--- src/rtl/fbu_pkg.sv ---
package fbu_pkg;

    localparam int XLEN      = 32;
    localparam int REG_ID_W  = 8;
    localparam int KIND_W    = 4;
    localparam logic [REG_ID_W-1:0] NO_BASE_ID = '1;

    typedef enum logic [KIND_W-1:0] {
        JK_ALWAYS      = 4'd0,
        JK_EQ          = 4'd1,
        JK_NE          = 4'd2,
        JK_BELOW       = 4'd3,
        JK_BELOW_EQ    = 4'd4,
        JK_ABOVE       = 4'd5,
        JK_ABOVE_EQ    = 4'd6,
        JK_LESS        = 4'd7,
        JK_LESS_EQ     = 4'd8,
        JK_GREATER     = 4'd9,
        JK_GREATER_EQ  = 4'd10,
        JK_CALL        = 4'd11
    } jump_kind_e;

    typedef struct packed {
        logic z;
        logic c;
        logic s;
        logic o;
    } flags_t;

endpackage

--- src/rtl/fbu_flag_calc.sv ---
module fbu_flag_calc
    import fbu_pkg::*;
#(
    parameter int W = XLEN
) (
    input  logic [W-1:0] op_a,
    input  logic [W-1:0] op_b,
    output flags_t       flags
);
    logic [W:0] diff_ext;

    always_comb begin
        diff_ext = {1'b0, op_a} - {1'b0, op_b};
        flags.z  = (diff_ext[W-1:0] == '0);
        flags.c  = diff_ext[W];
        flags.s  = diff_ext[W-1];
        flags.o  = (op_a[W-1] ^ op_b[W-1]) & (op_a[W-1] ^ diff_ext[W-1]);
    end
endmodule

--- src/rtl/fbu_cond_eval.sv ---
module fbu_cond_eval
    import fbu_pkg::*;
(
    input  flags_t            flags,
    input  logic              valid,
    input  logic [KIND_W-1:0] kind,
    output logic              take
);
    logic sign_ne;

    always_comb begin
        sign_ne = flags.s ^ flags.o;
        take    = 1'b0;
        if (valid) begin
            case (jump_kind_e'(kind))
                JK_ALWAYS:     take = 1'b1;
                JK_CALL:       take = 1'b1;
                JK_EQ:         take = flags.z;
                JK_NE:         take = ~flags.z;
                JK_BELOW:      take = flags.c;
                JK_BELOW_EQ:   take = flags.c | flags.z;
                JK_ABOVE:      take = ~flags.c & ~flags.z;
                JK_ABOVE_EQ:   take = ~flags.c;
                JK_LESS:       take = sign_ne;
                JK_LESS_EQ:    take = flags.z | sign_ne;
                JK_GREATER:    take = ~flags.z & ~sign_ne;
                JK_GREATER_EQ: take = ~sign_ne;
                default:       take = 1'b0;
            endcase
        end
    end
endmodule

--- src/rtl/fbu_target_gen.sv ---
module fbu_target_gen
    import fbu_pkg::*;
#(
    parameter int W    = XLEN,
    parameter int ID_W = REG_ID_W
) (
    input  logic [ID_W-1:0] base_id,
    input  logic [W-1:0]    base_val,
    input  logic [W-1:0]    imm,
    output logic [W-1:0]    target
);
    logic no_base;

    always_comb begin
        no_base = (base_id == {ID_W{1'b1}});
        target  = no_base ? imm : (base_val + imm);
    end
endmodule

--- src/rtl/fbu_top.sv ---
module fbu_top
    import fbu_pkg::*;
(
    input  logic                clk,
    input  logic                rst_n,
    input  logic [XLEN-1:0]     cmp_a,
    input  logic [XLEN-1:0]     cmp_b,
    input  logic                flag_load,
    input  logic                jmp_valid,
    input  logic [KIND_W-1:0]   jmp_kind,
    input  logic [REG_ID_W-1:0] base_id,
    input  logic [XLEN-1:0]     base_val,
    input  logic [XLEN-1:0]     imm,
    input  logic [XLEN-1:0]     seq_ip,
    output logic                taken,
    output logic [XLEN-1:0]     next_ip
);
    flags_t          flags_d;
    flags_t          flags_q;
    logic            take_w;
    logic [XLEN-1:0] target_w;

    fbu_flag_calc #(.W(XLEN)) u_flags (
        .op_a  (cmp_a),
        .op_b  (cmp_b),
        .flags (flags_d)
    );

    // Flag register: cleared by reset, written only by the strobe.
    always_ff @(posedge clk or negedge rst_n) begin
        if (!rst_n) begin
            flags_q <= '0;
        end else if (flag_load) begin
            flags_q <= flags_d;
        end
    end

    AST_FLAGS_HOLD: assert property (@(posedge clk) disable iff (!rst_n)
        !flag_load |=> $stable(flags_q)) else $error("flags moved");
    AST_ZERO_FROM_CMP: assert property (@(posedge clk) disable iff (!rst_n)
        flag_load |=> (flags_q.z == ($past(cmp_a) == $past(cmp_b)))) else $error("Z wrong");
    AST_BORROW_FROM_CMP: assert property (@(posedge clk) disable iff (!rst_n)
        flag_load |=> (flags_q.c == ($past(cmp_a) < $past(cmp_b)))) else $error("C wrong");
    AST_SIGNED_LESS: assert property (@(posedge clk) disable iff (!rst_n)
        flag_load |=> ((flags_q.s ^ flags_q.o) == ($signed($past(cmp_a)) < $signed($past(cmp_b))))) else $error("S/O wrong");

    fbu_cond_eval u_cond (
        .flags (flags_q),
        .valid (jmp_valid),
        .kind  (jmp_kind),
        .take  (take_w)
    );

    fbu_target_gen #(.W(XLEN), .ID_W(REG_ID_W)) u_target (
        .base_id  (base_id),
        .base_val (base_val),
        .imm      (imm),
        .target   (target_w)
    );

    always_comb begin
        taken   = take_w;
        next_ip = take_w ? target_w : seq_ip;
    end

    AST_IDLE_NOT_TAKEN: assert property (@(posedge clk) disable iff (!rst_n)
        !jmp_valid |-> !taken) else $error("idle take");
    AST_UNCOND_TAKEN: assert property (@(posedge clk) disable iff (!rst_n)
        (jmp_valid && (jmp_kind == JK_ALWAYS || jmp_kind == JK_CALL)) |-> taken) else $error("uncond");
    AST_ABS_TARGET: assert property (@(posedge clk) disable iff (!rst_n)
        (taken && base_id == NO_BASE_ID) |-> (next_ip == imm)) else $error("abs target");
    AST_FALLTHROUGH: assert property (@(posedge clk) disable iff (!rst_n)
        !taken |-> (next_ip == seq_ip)) else $error("fallthrough");
endmodule

--- config.mk ---
export PLATFORM = sky130hd
export DESIGN_NAME = fbu_top
export DESIGN_NICKNAME = d
export VERILOG_FILES = /design/src/rtl/fbu_pkg.sv /design/src/rtl/fbu_flag_calc.sv /design/src/rtl/fbu_cond_eval.sv /design/src/rtl/fbu_target_gen.sv /design/src/rtl/fbu_top.sv
export SDC_FILE = /design/constraint.sdc
export NUM_CORES = 1
export LEC_CHECK = 0
export ABC_AREA = 1
export BUFFER_PORTS_ARGS = -buffer_cell sky130_fd_sc_hd__buf_2
export CORE_ASPECT_RATIO = 0.8
export CORE_MARGIN = 8
export CORE_UTILIZATION = 47
export CTS_CLUSTER_SIZE = 12
export DETAILED_ROUTE_END_ITERATION = 10
export PLACE_DENSITY = 0.76
export SYNTH_ARGS = -nofsm -noshare
export SYNTH_HDL_FRONTEND = slang
export SYNTH_SLANG_ARGS = --single-unit
--- constraint.sdc ---
create_clock -name clk -period 2.8 [get_ports clk]
set_clock_uncertainty 0.05 [all_clocks]
set_input_delay 0.56 -clock clk [delete_from_list [all_inputs] [get_ports clk]]
set_output_delay 0.56 -clock clk [all_outputs]
set_load 0.01 [all_outputs]
==> metrics.cfg <==
[worst_setup_path]
rr_worst_depth=2
crit_arrival_ps=2520
critPathMaxFanout=4
cp.required_ps=2190
rrSetupSlack_ps=2050
reg2reg_from=flags_q[2]
critical_path_class=in2out
endpoint=next_ip[16]
worstReg2RegEnd=flags_q[2]
startpoint_type=primary input
crit_start=imm[11]
critPathCaptureType=output port

[floorplanning]
core_region_area_um2=11500
io_pins=209
dieArea_um2=15600
die_w_um=137
die_y_um=113
start_util_pct=48.2
placementRows=35

[yosys]
syn_inst=1130
synth.avg_cell_area_um2=4.91
synth_edf_count=0
synth_cell_type_count=42
ys_seq_elements=4
synth_top_flop_cell=dfrtp_1
async_flop_share_pct=100
ys_seq_area_share_pct=1.80
synth_warnings=0
netlist_area_um2=5550
synth_nets=1371

[clocking]
clk_pin_slew_ps=30
cts-hold-fix-buffers=0
cts_tree=built
cts.sinks=4
clk_latency_ps=220
h-tree-depth=1
cts_root_buf=clkbuf_16
clockBufferDepth=2
cts_buffers=3

[pwr]
seqPwrFrac_pct=3.0
p_leak_nw=5.08
switchingPower_mw=1.15
peakVddDrop_mv=0.141
cellPowerDensity_nw_per_um2=259
pwr-share-clk_pct=9.8
comb_power_share_pct=87.2
p_int_mw=1.12
p_total_mw=2.26
swShare_pct=50.7

[grt]
grt_pass1_wl_mm=34.9
grt_max_degree=42
grt_util_all_layers_pct=26.8
first_global_vias=7321
use_met1_pct=38.1
grt_use_met3_pct=4.16
use_met2_pct=42.1
antenna_found_initial=0
grt_overflow=0
grt.busiest_layer=met2

[placement]
gp_congestion=0.974
hpwl_mm=18.7
port_buffers=208

[finish]
largest_reg_flops=4
final_cell_mix=377 x nand2_1, 203 x inv_1, 195 x buf_2
reg_top3=flags_q x4
antenna_cells=0
multiInputGateArea_um2=5480
final_common_cell=nand2_1
seqCellArea_um2=100
regMostFlops=flags_q
final_nets=1685
area_delta_synth_final_pct=57.1
drive_above_1_share_pct=34.3
nFillCells=966

[routing]
drt-pass1-iter-count=6
viasPerCell=5.29
drt_iter0_markers=853
drc=0
antenna_left=0
wl_per_cell_um=15.4
dr_total_vias=8407
totalWireLength_mm=24.5

[run_status]
violations=negative setup slack
run_status=complete, but fails checks

[timing]
setup_viol=24
max_slew_margin_pct=72.5
hold_violations=0
period_needed_ps=3130
setup_tns_ps=-4140
drv_slew=0
finalCritPeriodShare_pct=112
rsz0062_at_grt=true
tightest_slew_ps=409
fin_ws_ps=-333
max_freq_mhz=319

[hold_path]
hp-class=in2async

[flow_run]
drv_cap=0

power groups by stage:
stage / Clock [mW] / Sequential (mW) / Combinational [mW]
2_1_floorplan: 0 / 0.0684 / 0.955
3_3_place_gp: 0 / 0.0692 / 1.55
3_5_place_dp: 0 / 0.0694 / 1.57
4_1_cts: 0.223 / 0.0688 / 1.71
5_1_grt: 0.227 / 0.0697 / 2.14
6_report: 0.221 / 0.0687 / 1.97
synth_stat cells, drive strengths merged, types with 7 or more instances:
cell | number | area share [%]
nor2 | 131 | 8.9
xnor2 | 7 | 1.1
nor3 | 10 | 1.1
inv | 213 | 14
o21ai | 42 | 3.9
nand2 | 415 | 28
nand4 | 13 | 1.6
a21oi | 85 | 8.4
xor2 | 10 | 1.6
ha | 63 | 14
nand3b | 7 | 0.95
nand3 | 79 | 7.1
cell families (layout without fill, tap and decap cells):
group                    Yosys count  after routing  synth area share (%)
AO/OA/AOI/OAI                    152            152                  15.6
XOR/XNOR                          17             17                  2.68
adder cells (fa/ha/maj)           65             65                  14.9
buffers and inverters            225            537                  15.6
flip-flops                         4              4                  1.80
AND/OR/NAND/NOR                  667            667                  49.4
final cells by class:
type / instances / area share (%)
flip-flops and latches: 4 / 1.15
inverters: 213 / 9.22
repair buffers: 321 / 23.8
clock buffers: 3 / 0.861
multi-input cells: 901 / 62.8
well taps: 148 / 2.12
metrics by stage:
stage,util [%],hold WS [ps],setup slack [ps],area [µm²],instances
floorplan,-,214,-30.3,5580,1130
global placement,64.5,315,-320,7430,1563
detailed placement,64.5,315,-344,7430,1563
CTS,69.7,81.7,-288,8030,1574
global route,75.7,85.2,-424,8720,1590
finish,75.7,81.5,-333,8720,1590
per-layer routing:
| layer | vias to the layer above | part of all wire, % |
|---|---|---|
| li1 | 4178 | - |
| met1 | 3668 | 43 |
| met2 | 490 | 44 |
| met3 | 71 | 11 |
| met4 | 0 | 2.6 |
| met5 | - | 0 |
timing repair:
item | in CTS | in global routing
endpoints found under the setup margin | 25 | 29
resized for setup | 97 | 136
pin swaps | 41 | 59
setup buffers | 9 | 19
how the worst min path moves through the flow:
stage                      from          to
after global placement    rst_n  flags_q[0]
after CTS                 rst_n  flags_q[2]
after global routing      rst_n  flags_q[3]
final                     rst_n  flags_q[2]
after floorplan           rst_n  flags_q[0]
after detailed placement  rst_n  flags_q[2]
critical path: stages:
cell and delay [ps]:
buf_2 120, ha_1 310, buf_4 150, nand2_1 170, o21ai_0 390, a21oi_1 140
nand2_2 130, xor2_1 170, nand2_1 90, a21oi_2 130, buf_2 140
Power figures use the tool's default switching activity.
